## src/rtl/frac_clkdiv_pkg.sv

```systemverilog
package frac_clkdiv_pkg;

  localparam int CFG_W    = 32;
  localparam int EN_POS   = 31;
  localparam int SRC_POS  = 30;
  localparam int PLL_POS  = 29;
  localparam int PRE_POS  = 8;
  localparam int PRE_W    = 2;
  localparam int NDIV_POS = 0;
  localparam int NSRC     = 3;

  typedef enum logic [1:0] {
    PRE_OFF    = 2'b00,
    PRE_DIV2   = 2'b01,
    PRE_DIV2P5 = 2'b10,
    PRE_DIV3   = 2'b11
  } pre_e;

  typedef enum logic [1:0] {
    SRC_XTAL = 2'd0,
    SRC_PLL1 = 2'd1,
    SRC_PLL2 = 2'd2
  } src_e;

  typedef struct packed {
    logic en;
    logic use_pll;
    logic pll_hi;
    pre_e pre;
  } ctl_t;

  function automatic src_e pick_src(ctl_t c);
    if (!c.use_pll) return SRC_XTAL;
    return c.pll_hi ? SRC_PLL2 : SRC_PLL1;
  endfunction

  function automatic logic ctl_runs(ctl_t c);
    return c.en && (c.pre != PRE_OFF);
  endfunction

endpackage

```

## src/rtl/clkdiv_cfg_reg.sv

```systemverilog
module clkdiv_cfg_reg
  import frac_clkdiv_pkg::*;
#(
  parameter int NDIV_W = 7
) (
  input  logic              clk,
  input  logic              rst_n,
  input  logic              wr_en,
  input  logic              wr_unlock,
  input  logic [CFG_W-1:0]  wr_data,
  output ctl_t              ctl_q,
  output logic [NDIV_W-1:0] ndiv_q,
  output logic [CFG_W-1:0]  rd_data
);

  logic accept;
  assign accept = wr_en && wr_unlock;

  // Reserved write bits are dropped on purpose.
  logic unused_wr_bits;
  assign unused_wr_bits = ^wr_data;

  always_ff @(posedge clk) begin
    if (!rst_n) begin
      ctl_q  <= '0;
      ndiv_q <= '0;
    end else if (accept) begin
      ctl_q.en      <= wr_data[EN_POS];
      ctl_q.use_pll <= wr_data[SRC_POS];
      ctl_q.pll_hi  <= wr_data[PLL_POS];
      ctl_q.pre     <= pre_e'(wr_data[PRE_POS +: PRE_W]);
      ndiv_q        <= wr_data[NDIV_POS +: NDIV_W];
    end
  end

  always_comb begin
    rd_data                     = '0;
    rd_data[EN_POS]             = ctl_q.en;
    rd_data[SRC_POS]            = ctl_q.use_pll;
    rd_data[PLL_POS]            = ctl_q.pll_hi;
    rd_data[PRE_POS +: PRE_W]   = ctl_q.pre;
    rd_data[NDIV_POS +: NDIV_W] = ndiv_q;
  end

  assert_reset_clear_R1: assert property (@(posedge clk) disable iff (!rst_n)
    $rose(rst_n) |-> rd_data == '0);

  assert_locked_write_ignored_R2: assert property (@(posedge clk) disable iff (!rst_n)
    !(wr_en && wr_unlock) |=> $stable(rd_data));

endmodule

```

## src/rtl/clkdiv_active.sv

```systemverilog
module clkdiv_active
  import frac_clkdiv_pkg::*;
#(
  parameter int NDIV_W = 7
) (
  input  logic              clk,
  input  logic              rst_n,
  input  ctl_t              reg_ctl,
  input  logic [NDIV_W-1:0] reg_ndiv,
  input  logic              period_end,
  output ctl_t              act_ctl,
  output logic [NDIV_W-1:0] act_ndiv,
  output logic              act_run
);

  logic reg_run, reload;

  assign reg_run = ctl_runs(reg_ctl);
  assign act_run = ctl_runs(act_ctl);
  // Idle copies follow at once; a running copy waits for a boundary,
  // except that a stop request is honoured immediately.
  assign reload  = !act_run || period_end || !reg_run;

  always_ff @(posedge clk) begin
    if (!rst_n) begin
      act_ctl  <= '0;
      act_ndiv <= '0;
    end else if (reload) begin
      act_ctl  <= reg_ctl;
      act_ndiv <= reg_ndiv;
    end
  end

  assert_hold_mid_period_R9: assert property (@(posedge clk) disable iff (!rst_n)
    act_run && !period_end && ctl_runs(reg_ctl) |=> $stable({act_ctl, act_ndiv}));

endmodule

```

## src/rtl/clkdiv_prediv.sv

```systemverilog
module clkdiv_prediv
  import frac_clkdiv_pkg::*;
(
  input  logic            clk,
  input  logic            rst_n,
  input  logic            run,
  input  logic [NSRC-1:0] src_ticks,
  input  src_e            sel,
  input  pre_e            code,
  output logic            pre_tick
);

  logic [NSRC-1:0] hit;
  logic            tick;
  logic [1:0]      pcnt, last;
  logic            phase;

  for (genvar g = 0; g < NSRC; g++) begin : g_src
    assign hit[g] = src_ticks[g] && (sel == src_e'(g));
  end
  assign tick = |hit;

  always_comb begin
    unique case (code)
      PRE_DIV3:   last = 2'd2;
      PRE_DIV2P5: last = phase ? 2'd2 : 2'd1;
      default:    last = 2'd1;
    endcase
  end

  assign pre_tick = run && tick && (pcnt == last);

  always_ff @(posedge clk) begin
    if (!rst_n || !run) begin
      pcnt  <= '0;
      phase <= 1'b0;
    end else if (tick) begin
      if (pre_tick) begin
        pcnt  <= '0;
        phase <= (code == PRE_DIV2P5) ? !phase : 1'b0;
      end else begin
        pcnt <= pcnt + 2'd1;
      end
    end
  end

  assert_prediv_spacing_R5: assert property (@(posedge clk) disable iff (!rst_n)
    pre_tick |=> !pre_tick);

  assert_prediv_cleared_R8: assert property (@(posedge clk) disable iff (!rst_n)
    !run |=> (pcnt == 2'd0) && !phase);

endmodule

```

## src/rtl/clkdiv_ndiv.sv

```systemverilog
module clkdiv_ndiv #(
  parameter int NDIV_W = 7
) (
  input  logic              clk,
  input  logic              rst_n,
  input  logic              run,
  input  logic              pre_tick,
  input  logic [NDIV_W-1:0] ndiv,
  output logic              period_end
);

  logic [NDIV_W-1:0] ncnt, top;

  assign top        = (ndiv <= NDIV_W'(1)) ? '0 : ndiv - NDIV_W'(1);
  assign period_end = pre_tick && (ncnt == top);

  always_ff @(posedge clk) begin
    if (!rst_n || !run) begin
      ncnt <= '0;
    end else if (pre_tick) begin
      ncnt <= period_end ? '0 : ncnt + NDIV_W'(1);
    end
  end

  assert_count_in_range_R7: assert property (@(posedge clk) disable iff (!rst_n)
    run |-> ncnt <= top);

endmodule

```

## src/rtl/frac_clkdiv.sv

```systemverilog
module frac_clkdiv
  import frac_clkdiv_pkg::*;
#(
  parameter int NDIV_W = 7
) (
  input  logic        clk,
  input  logic        rst_n,
  input  logic        cfg_wr,
  input  logic        cfg_unlock,
  input  logic [31:0] cfg_wdata,
  input  logic        xtal_tick,
  input  logic        pll1_tick,
  input  logic        pll2_tick,
  output logic [31:0] cfg_rdata,
  output logic        div_tick
);

  ctl_t              reg_ctl, act_ctl;
  logic [NDIV_W-1:0] reg_ndiv, act_ndiv;
  logic              act_run, pre_tick, period_end;
  logic [NSRC-1:0]   src_ticks;

  assign src_ticks = {pll2_tick, pll1_tick, xtal_tick};

  clkdiv_cfg_reg #(.NDIV_W(NDIV_W)) u_reg (
    .clk(clk), .rst_n(rst_n), .wr_en(cfg_wr), .wr_unlock(cfg_unlock),
    .wr_data(cfg_wdata), .ctl_q(reg_ctl), .ndiv_q(reg_ndiv), .rd_data(cfg_rdata)
  );

  clkdiv_active #(.NDIV_W(NDIV_W)) u_act (
    .clk(clk), .rst_n(rst_n), .reg_ctl(reg_ctl), .reg_ndiv(reg_ndiv),
    .period_end(period_end), .act_ctl(act_ctl), .act_ndiv(act_ndiv),
    .act_run(act_run)
  );

  clkdiv_prediv u_pre (
    .clk(clk), .rst_n(rst_n), .run(act_run), .src_ticks(src_ticks),
    .sel(pick_src(act_ctl)), .code(act_ctl.pre), .pre_tick(pre_tick)
  );

  clkdiv_ndiv #(.NDIV_W(NDIV_W)) u_ndiv (
    .clk(clk), .rst_n(rst_n), .run(act_run), .pre_tick(pre_tick),
    .ndiv(act_ndiv), .period_end(period_end)
  );

  always_ff @(posedge clk) begin
    if (!rst_n) div_tick <= 1'b0;
    else        div_tick <= period_end;
  end

  assert_idle_silent_R8: assert property (@(posedge clk) disable iff (!rst_n)
    !act_run |=> !div_tick);

  assert_stop_prompt_R11: assert property (@(posedge clk) disable iff (!rst_n)
    !ctl_runs(reg_ctl) |=> ##1 !div_tick);

  assert_single_pulse_R12: assert property (@(posedge clk) disable iff (!rst_n)
    div_tick |=> !div_tick);

endmodule

```

## config.mk

```make
export PLATFORM = sky130hd
export DESIGN_NAME = frac_clkdiv
export DESIGN_NICKNAME = d
export VERILOG_FILES = /design/src/rtl/frac_clkdiv_pkg.sv /design/src/rtl/clkdiv_cfg_reg.sv /design/src/rtl/clkdiv_active.sv /design/src/rtl/clkdiv_prediv.sv /design/src/rtl/clkdiv_ndiv.sv /design/src/rtl/frac_clkdiv.sv
export SDC_FILE = /design/constraint.sdc
export NUM_CORES = 1
export LEC_CHECK = 0
export BUFFER_PORTS_ARGS = -buffer_cell sky130_fd_sc_hd__buf_2
export CAP_MARGIN = 20
export CORE_UTILIZATION = 40
export DETAILED_ROUTE_END_ITERATION = 8
export PLACE_DENSITY = 0.68
export REMOVE_ABC_BUFFERS = 1
export SLEW_MARGIN = 20
export SYNTH_ARGS = -nofsm -noshare
export SYNTH_HDL_FRONTEND = slang
export SYNTH_SLANG_ARGS = --single-unit
```

## constraint.sdc

```tcl
create_clock -name clk -period 2.3 [get_ports clk]
set_input_delay 0.115 -clock clk [delete_from_list [all_inputs] [get_ports clk]]
set_output_delay 0.115 -clock clk [all_outputs]
set_load 0.02 [all_outputs]
```

==> flow_summary_export.csv <==
group,metric,value,unit
detailed_routing,wl_per_cell,12.4,um
sta,setup_slack,0.0911,ns
clock_tree,ctsHoldBuffers,0,
clock_tree,h-tree-depth,2,
logic_synthesis,synth.distinct_cells,52,
detailed_routing,first_pass_iters,4,
detailed_routing,remaining_drc_errors,0,
sta,final_hold_viol_count,0,
power_and_ir_drop,ir_worst_vdd,0.389,mV
run_status,outcome,"finished clean",
final_layout,fillers,508,
floorplanning,fp.dieArea,5830,sq um
setup_path,critPathBufInv,2,
clock_tree,post_cts_resized,2,
clock_tree,cts_tree,"built",
placed_design,dp_slack,-0.0160,ns
logic_synthesis,syn_area,2210,sq um
global_routing,grt_max_degree,35,
setup_path,required,2.46,ns
final_layout,layout-drive-gt1-share,0.250,
clock_tree,insertion_delay,0.29,ns
setup_path,criticalPathCategory,"flop to flop",
sta,skew,0.0110,ns
final_layout,diodes,0,
final_layout,syn2layout_area_growth,18.9,%
sta,tightest_slew,0.583,ns
clock_tree,cts.sinks,35,
power_and_ir_drop,p_switching,0.380,mW
floorplanning,coreArea,5200,sq um
power_and_ir_drop,seq_power_share,0.487,
setup_path,r2r_slack,0.09,ns
global_routing,antenna_found_initial,0,
logic_synthesis,ys.flop_type,"dfxtp_1",
clock_tree,cts.clk_slew.worst_paths,0.07,ns
setup_path,critPathSlowestCell,"or4_4",
clock_tree,cts_inserted_buffers,5,
power_and_ir_drop,combPwrFrac,0.197,
final_layout,fin_area,2630,sq um
worst_hold_path,min_path_type,"input pin to flop",
setup_path,critical_path_arrival,2.37,ns
detailed_routing,routed_wl,4.74,mm
power_and_ir_drop,p_sw_frac,0.292,
logic_synthesis,synth_edf_count,0,
power_and_ir_drop,power.density,496,nW/um^2
setup_path,slowest_delay,0.59,ns
logic_synthesis,yosysTopAreaCellShare,0.317,
detailed_routing,ant_nets,0,
logic_synthesis,synth-seq-cells,35,
logic_synthesis,synth.area.top_cells,"dfxtp_1 (32%), nand2_1 (7.6%), buf_4 (6.8%)",
sta,setup_violations,0,
setup_path,endpoint_kind,"flop",
power_and_ir_drop,pwr-share-clk,0.316,
sta,maxSlewViolCount,0,
detailed_routing,drt-initial-drc-count,87,
clock_tree,post-cts-setup-buffers,0,
floorplanning,fp.dieH,76.4,um
logic_synthesis,avgSynthCellArea,8.17,sq um
placed_design,gp_congestion,0.783,
logic_synthesis,ys_warn_count,0,
setup_path,crit_family,"simple AND/OR/NAND/NOR gates",
clock_tree,root_buffer,"clkbuf_8",
logic_synthesis,synthArstFlopShare,0,
floorplanning,initial_core_util,0.425,
final_layout,num-nets-final,355,
floorplanning,ios,72,
placed_design,port_buffers,31,
sta,finalSetupTns,0,ns
sta,slew_headroom,0.611,
sta,fmax,0.453,GHz
logic_synthesis,synthTopCellsByCount,"nand2_1 (45), dfxtp_1 (35), buf_4 (20)",
sta,fin_hold_ws,0.0688,ns
power_and_ir_drop,leakage,1.13,nW
sta,period_share,0.960,
setup_path,critPathMaxFanout,23,
placed_design,hpwl,3.37,mm
clock_tree,clock_path_buffers,2,
final_layout,utilization,0.506,
global_routing,grt_pass1_wl,8.34,mm
logic_synthesis,synth_most_common_cell,"nand2_1",
global_routing,grt_overflow_total,0,
detailed_routing,vias,2029,
placed_design,placed_area,2470,sq um
run,cap_violations,0,
detailed_routing,viasPerCell,5.31,
floorplanning,rows,26,
logic_synthesis,synth_seq_area_share,0.317,
setup_path,path_cells,"or4_4 -> nor3_2 -> o21bai_1 -> a211oi_2 -> buf_4 -> buf_12 -> nor4bb_1",
power_and_ir_drop,p_int,0.924,mW
global_routing,globalRouteTotalUtil,0.173,
logic_synthesis,postSynthCellCount,271,
logic_synthesis,yosys.area.top_type,"dfxtp_1",
global_routing,grt_pass1_vias,1810,
sta,timing.final.crit_period,2.21,ns
floorplanning,die_width,76.4,um
setup_path,cp-start-kind,"flop",
## worst min-delay path: stages
cell	delay, ns
buf_2	0.09
nand2_1	0.04
a21boi_0	0.06
## layout make-up
cell class	count	area, sq um	area share
inverters	6	22.5	0.00856
well taps	70	87.6	0.0333
multi-input cells	214	1420	0.540
repair buffers	51	322	0.122
clock inverters	1	7.51	0.00285
clock buffers	5	68.8	0.0262
flip-flops and latches	35	702	0.267
## sequential cells by signal, summed over array words and instances, names as in the netlist
name and count:
u_ndiv.ncnt 7, u_act.act_ndiv 7, u_act.act_ctl 5, u_reg.ctl_q 5
u_reg.ndiv_q 7, div_tick 1, u_pre.phase 1, u_pre.pcnt 2
## final timing paths
kind	from	endpoint	depth (start not counted)
max	u_act.act_ndiv[4]$_SDFFE_PN0P_	div_tick$_SDFF_PN0_	7
min	cfg_wdata[9]	u_reg.ctl_q[1]$_SDFFE_PN0P_	3
max reg2reg	u_act.act_ndiv[4]$_SDFFE_PN0P_	div_tick$_SDFF_PN0_	7
min reg2reg	u_reg.ndiv_q[1]$_SDFFE_PN0P_	u_reg.ndiv_q[1]$_SDFFE_PN0P_	2
## per-layer routing
metal,vias up,wire length (um),GRT usage
met2,64,2290,0.291
met1,933,2200,0.222
met3,5,214,0.0335
met4,0,39,0.0519
li1,1027,-,-
met5,-,0,0
## placed cells by master, fill, tap and decap left out, types with 3 or more instances in the layout
master,n
nand4_1,5
and3_1,13
nand4b_1,3
xor2_1,6
buf_4,18
o311ai_1,5
ha_1,3
a211oi_2,3
conb_1,20
nor2b_1,3
nor2_1,7
inv_1,6
buf_2,31
a2bb2oi_1,11
a21boi_0,12
clkbuf_8,5
nor3_1,8
o311ai_2,5
and2_1,3
nand2_1,45
a21oi_1,4
nand3_1,6
o21ai_0,17
dfxtp_1,34
## power by group through the flow
| stage | Clock [mW] | Sequential, mW | Combinational (mW) |
|---|---|---|---|
| 2_1_floorplan | 0 | 0.660 | 0.134 |
| 3_3_place_gp | 0 | 0.648 | 0.237 |
| 3_5_place_dp | 0 | 0.649 | 0.240 |
| 4_1_cts | 0.425 | 0.635 | 0.243 |
| 5_1_grt | 0.452 | 0.638 | 0.282 |
| 6_report | 0.412 | 0.635 | 0.257 |
## cells by family (layout without fill, tap and decap cells)
kind of cell	after synthesis	in the layout	share of synthesized area
adder cells (fa/ha/maj)	3	3	0.0170
other	1	20	0.00169
flip-flops	35	35	0.317
XOR/XNOR	9	9	0.0418
AND/OR/NAND/NOR	107	107	0.254
multiplexers	2	2	0.00905
buffers and inverters	41	63	0.109
AO/OA/AOI/OAI	73	73	0.252
## through the flow
| step | total power [mW] | cells |
|---|---|---|
| 6_report | 1.30 | 382 |
| 5_1_grt | 1.37 | 382 |
| 4_1_cts | 1.30 | 382 |
| 3_5_place_dp | 0.889 | 376 |
| 3_3_place_gp | 0.885 | 376 |
| 2_1_floorplan | 0.794 | 255 |
Power figures use the tool's default switching activity.
